[config.mk]
export PLATFORM = sky130hd
export DESIGN_NAME = pal_unit
export DESIGN_NICKNAME = d
export VERILOG_FILES = /design/src/rtl/pal_pkg.sv /design/src/rtl/pal_decode.sv /design/src/rtl/pal_lanes.sv /design/src/rtl/pal_unit.sv
export SDC_FILE = /design/constraint.sdc
export NUM_CORES = 2
export LEC_CHECK = 0
export BUFFER_PORTS_ARGS = -buffer_cell sky130_fd_sc_hd__buf_2
export CAP_MARGIN = 20
export CORE_MARGIN = 2
export CORE_UTILIZATION = 60
export DETAILED_ROUTE_END_ITERATION = 8
export PLACE_DENSITY = 0.94
export REMOVE_ABC_BUFFERS = 1
export SYNTH_ARGS = -nofsm -noshare
export SYNTH_HDL_FRONTEND = slang
export SYNTH_SLANG_ARGS = --single-unit
[constraint.sdc]
create_clock -name clk -period 11.7 [get_ports clk]
set_input_delay 2.34 -clock clk [delete_from_list [all_inputs] [get_ports clk]]
set_output_delay 2.34 -clock clk [all_outputs]
set_load 0.005 [all_outputs]
[src/rtl/pal_pkg.sv]
package pal_pkg;
  typedef enum logic [1:0] {
    ESZ8  = 2'b00,
    ESZ16 = 2'b01,
    ESZ32 = 2'b10,
    ESZX  = 2'b11
  } esz_e;

  typedef struct packed {
    esz_e size;
    logic is_signed;
    logic quad;
    logic illegal;
  } pal_ctl_t;
endpackage

[src/rtl/pal_decode.sv]
module pal_decode
  import pal_pkg::*;
(
  input  logic [31:0] insn,
  output pal_ctl_t    ctl
);
  localparam int SIZE_LO = 18;
  localparam int OP_BIT  = 7;
  localparam int Q_BIT   = 6;

  logic pattern_ok;

  always_comb begin
    pattern_ok    = (insn[17:16] == 2'b00) && (insn[11:8] == 4'b0110);
    ctl.size      = esz_e'(insn[SIZE_LO+1:SIZE_LO]);
    ctl.is_signed = ~insn[OP_BIT];
    ctl.quad      = insn[Q_BIT];
    ctl.illegal   = !pattern_ok || (ctl.size == ESZX);
  end
endmodule

[src/rtl/pal_lanes.sv]
module pal_lanes #(
  parameter int VEC_W = 128,
  parameter int ESZ   = 8
) (
  input  logic [VEC_W-1:0] src,
  input  logic [VEC_W-1:0] dst,
  input  logic             is_signed,
  output logic [VEC_W-1:0] res
);
  localparam int WW = 2 * ESZ;
  localparam int NL = VEC_W / WW;

  for (genvar e = 0; e < NL; e++) begin : g_lane
    logic [ESZ-1:0] lo_el;
    logic [ESZ-1:0] hi_el;
    logic [WW-1:0]  lo_ext;
    logic [WW-1:0]  hi_ext;

    assign lo_el  = src[(2*e)*ESZ +: ESZ];
    assign hi_el  = src[(2*e+1)*ESZ +: ESZ];
    assign lo_ext = {{ESZ{is_signed & lo_el[ESZ-1]}}, lo_el};
    assign hi_ext = {{ESZ{is_signed & hi_el[ESZ-1]}}, hi_el};
    assign res[e*WW +: WW] = dst[e*WW +: WW] + lo_ext + hi_ext;
  end
endmodule

[src/rtl/pal_unit.sv]
module pal_unit
  import pal_pkg::*;
#(
  parameter int VEC_W = 128
) (
  input  logic             clk,
  input  logic             rst,
  input  logic             in_valid,
  output logic             in_ready,
  input  logic [31:0]      in_insn,
  input  logic [VEC_W-1:0] in_src,
  input  logic [VEC_W-1:0] in_dst,
  output logic             out_valid,
  input  logic             out_ready,
  output logic [VEC_W-1:0] out_data,
  output logic             out_illegal
);
  localparam int HALF_W = VEC_W / 2;
  localparam int NSZ    = 3;

  pal_ctl_t         ctl;
  logic [VEC_W-1:0] sz_res [NSZ];
  logic [VEC_W-1:0] pick;
  logic [VEC_W-1:0] next_data;
  logic             fire_in;

  pal_decode u_dec (
    .insn (in_insn),
    .ctl  (ctl)
  );

  for (genvar s = 0; s < NSZ; s++) begin : g_size
    pal_lanes #(.VEC_W(VEC_W), .ESZ(8 << s)) u_lanes (
      .src       (in_src),
      .dst       (in_dst),
      .is_signed (ctl.is_signed),
      .res       (sz_res[s])
    );
  end

  always_comb begin
    case (ctl.size)
      ESZ8:    pick = sz_res[0];
      ESZ16:   pick = sz_res[1];
      ESZ32:   pick = sz_res[2];
      default: pick = in_dst;
    endcase
    if (ctl.illegal)
      next_data = in_dst;
    else if (ctl.quad)
      next_data = pick;
    else
      next_data = {in_dst[VEC_W-1:HALF_W], pick[HALF_W-1:0]};
  end

  assign in_ready = !out_valid || out_ready;
  assign fire_in  = in_valid && in_ready;

  always_ff @(posedge clk) begin
    if (rst)
      out_valid <= 1'b0;
    else if (in_ready)
      out_valid <= in_valid;
  end

  always_ff @(posedge clk) begin
    if (fire_in) begin
      out_data    <= next_data;
      out_illegal <= ctl.illegal;
    end
  end

  AST_RESET_CLEARS: assert property (@(posedge clk) rst |=> !out_valid);
  AST_FIRE_TO_OUT: assert property (@(posedge clk) disable iff (rst)
    fire_in |=> out_valid);
  AST_STALL_HOLD: assert property (@(posedge clk) disable iff (rst)
    (out_valid && !out_ready) |=> (out_valid && $stable(out_data) && $stable(out_illegal)));
  AST_ILLEGAL_PASS: assert property (@(posedge clk) disable iff (rst)
    (fire_in && ctl.illegal) |=> (out_illegal && out_data == $past(in_dst)));
  AST_DBL_UPPER: assert property (@(posedge clk) disable iff (rst)
    (fire_in && !ctl.quad) |=> (out_data[VEC_W-1:HALF_W] == $past(in_dst[VEC_W-1:HALF_W])));
  AST_SIZE3_REJECT: assert property (@(posedge clk) disable iff (rst)
    (fire_in && in_insn[19:18] == 2'b11) |=> out_illegal);
endmodule

==> flow_summary_export.csv <==
group,metric,value,unit
floorplanning,start_util,60.8,%
outcome,outcome,"finished, final reports clean",
final_layout,layout_common_cells,"409 x ha_1, 401 x a21oi_1, 398 x buf_2",
synthesis,avgSynthCellArea,8.65,um^2
synthesis,ys_seq_area_share,11.4,%
setup_path,cp-end-kind,"flip-flop",
timing,period_minus_slack,7.61,ns
global_routing,antenna_found_initial,5,
setup_path,crit_end,"out_data[112]",
cts,cts.sinks,130,
place,placed_area,0.0369,mm^2
floorplanning,coreArea,0.0564,mm^2
setup_path,reg2reg_depth,4,
power_and_ir_drop,powerDensity,112,mW/mm^2
timing,tightest_slew,1.09,ns
final_layout,fillCellCount,4569,
setup_path,cp-start-kind,"primary input",
place,hpwl,96900,um
power_and_ir_drop,p_sw,0.00211,W
timing,finalSetupViolCount,0,
cts,cts_setup_buffers,0,
routing,drt-total-wl,124000,um
synthesis,synth_cells,3960,
final_layout,nets,5282,
routing,wl_per_cell,24.7,um
setup_path,cp_data_required_time,11.94,ns
setup_path,reg2reg_to,"out_illegal",
hold_path,hp-class,"reg2reg",
global_routing,grt-ovfl-total,0,
cts,cts_tree,"built",
final_layout,drive_above_1_share,12.1,%
final_layout,area_growth,9.71,%
flow_run,maxCapViolations,0,
cts,cts_root_buf,"clkbuf_16",
timing,period_share,65.1,%
routing,postRouteAntennaNets,0,
power_and_ir_drop,swShare,50.2,%
power_and_ir_drop,leakage,16.9,nW
routing,dr.first_iter.drc_count,3901,
floorplanning,io_pins,423,
global_routing,grt_pass1_vias,34400,
timing,rsz0062_at_grt,"false",
place,port_buffers,400,
routing,avgViaCountPerCell,6.95,
power_and_ir_drop,combPwrFrac,72.7,%
global_routing,grt_start_max_net_pins,78,
cts,path_clk_slew,0.07,ns
global_routing,grt_pass1_wl,191000,um
cts,cts_resized,0,
cts,cts_hold_buffers,0,
setup_path,crit_type,"in2reg",
timing,fmax,131,MHz
routing,drt_first_pass_iters,9,
setup_path,r2r_setup_slack,9.38,ns
synthesis,synth-edff-count,129,
routing,vias,34900,
place,gp_congestion,1.04,
synthesis,synth_seq_cells,130,
synthesis,yosysWarningCount,0,
cts,cts_buffer_depth,2,
timing,hold_ws,0.534,ns
setup_path,critPathLaunch,"in_insn[7]",
timing,slew_violations,0,
cts,insertion_delay,0.51,ns
cts,htreeDepth,4,
synthesis,netlist_area,0.0343,mm^2
timing,skew,0.0174,ns
setup_path,worstReg2RegStart,"out_valid",
setup_path,cp_max_fo,28,
timing,hold_viol,0,
power_and_ir_drop,pwr-share-clk,14.0,%
setup_path,crit_arrival,7.86,ns
synthesis,async_reset_ff_share,0,%
floorplanning,die_w,243,um
timing,setup-tns-final,0,ns
global_routing,grt_usage,41.6,%
synthesis,synth_cell_types,81,
power_and_ir_drop,irDropWorstVdd,0.000136,V
cts,cts_made_buffers,17,
power_and_ir_drop,p_seq_share,13.2,%
timing,relSlewSlack,27.3,%
synthesis,synthFlopType,"edfxtp_1",
power_and_ir_drop,p_int,0.00209,W
routing,route.detailed.drc,0,
final_layout,mostFrequentLayoutCell,"ha_1",
floorplanning,die_h,243,um
floorplanning,rows,87,
final_layout,design_area,0.0376,mm^2
floorplanning,die-area,0.0590,mm^2
## worst min path at each step
stage	start	to	slack [ns]	cells after the start
2_1_floorplan	out_valid	out_valid	0.52	2
3_3_place_gp	out_valid	out_valid	0.50	2
3_5_place_dp	out_valid	out_valid	0.52	2
4_1_cts	out_valid	out_valid	0.53	2
5_1_grt	out_valid	out_valid	0.57	2
6_report	out_valid	out_valid	0.53	2
## logic make-up (layout without fill, tap and decap cells)
| kind of cell | count (synthesis) | count (layout) | share of synthesized area [%] |
|---|---|---|---|
| AO/OA/AOI/OAI | 1440 | 1440 | 27.7 |
| AND/OR/NAND/NOR | 1009 | 1009 | 13.9 |
| adder cells (fa/ha/maj) | 740 | 740 | 34.3 |
| XOR/XNOR | 336 | 336 | 8.59 |
| buffers and inverters | 258 | 561 | 2.83 |
| flip-flops | 130 | 130 | 11.4 |
| multiplexers | 47 | 47 | 1.39 |
| other | 0 | 4 | 0 |
## cell usage after synthesis, drive strengths merged (22+ instances only)
cell type	count	area share, %
ha	409	15
a21oi	401	5.9
fa	331	19
nand2	290	3.2
nor2	286	3.1
o21ai	253	3.7
xnor2	237	6.1
a21o	227	5.0
clkbuf	141	1.5
edfxtp	129	11
xor2	99	2.5
inv	95	1.0
nand3	80	1.2
o21a	65	1.4
nor3	64	0.93
o21bai	61	1.3
a31oi	57	1.0
a211oi	56	1.3
nand4	55	1.0
nor2b	51	0.93
and3	44	0.80
mux2i	43	1.3
nand2b	35	0.64
o211ai	30	0.66
o221ai	30	0.77
o31ai	29	0.72
a221oi	26	0.66
or3	26	0.47
buf	22	0.24
## layout make-up
class                   count  area [um^2]  share of cell area [%]
diodes                      4         10.0                  0.0266
clock buffers              19          433                    1.15
clock inverters            13          143                   0.379
inverters                  95          357                   0.949
multi-input cells        3572        29500                    78.5
flip-flops and latches    130         3890                    10.4
well taps                 756          946                    2.52
repair buffers            434         2310                    6.16
## power groups by stage
stage | clock network (W) | logic (W) | registers (W)
finish | 0.000589 | 0.00305 | 0.000555
global route | 0.000611 | 0.00333 | 0.000557
CTS | 0.000593 | 0.00296 | 0.000556
detailed placement | 0 | 0.00293 | 0.000565
global placement | 0 | 0.00286 | 0.000565
floorplan | 0 | 0.00213 | 0.000571
## critical path, cell delays in order
cell      delay, ns
buf_2          0.39
buf_4          0.43
nand2b_2       0.81
buf_4          0.49
xnor2_1        0.18
ha_1           0.26
ha_1           0.46
and3_1         0.25
nand2_1        0.10
or4_1          0.41
a21oi_1        0.48
nor2_1         0.25
o41ai_1        0.39
xor2_1         0.17
a221o_1        0.39
## metal layers
layer	track usage (%)	wire, um	up-vias
met5	0	24	-
met4	26.2	9220	4
met3	9.34	14500	637
met2	67.5	55900	2428
met1	50.0	44600	16400
li1	-	-	15400
## state kept, by name, summed over array words and instances, names as in the netlist
name and count:
out_data 128, out_valid 1, out_illegal 1
## metrics by stage
stage	utilization, %	worst slack [ns]	instances	power, W
after CTS	66.4	4.30	5010	0.00411
after floorplan	-	1.98	3797	0.00270
after detailed placement	65.4	3.80	4978	0.00350
after global placement	65.4	3.83	4978	0.00342
after global routing	66.6	4.06	5021	0.00450
final	66.7	4.09	5023	0.00420
Power figures use the tool's default switching activity.
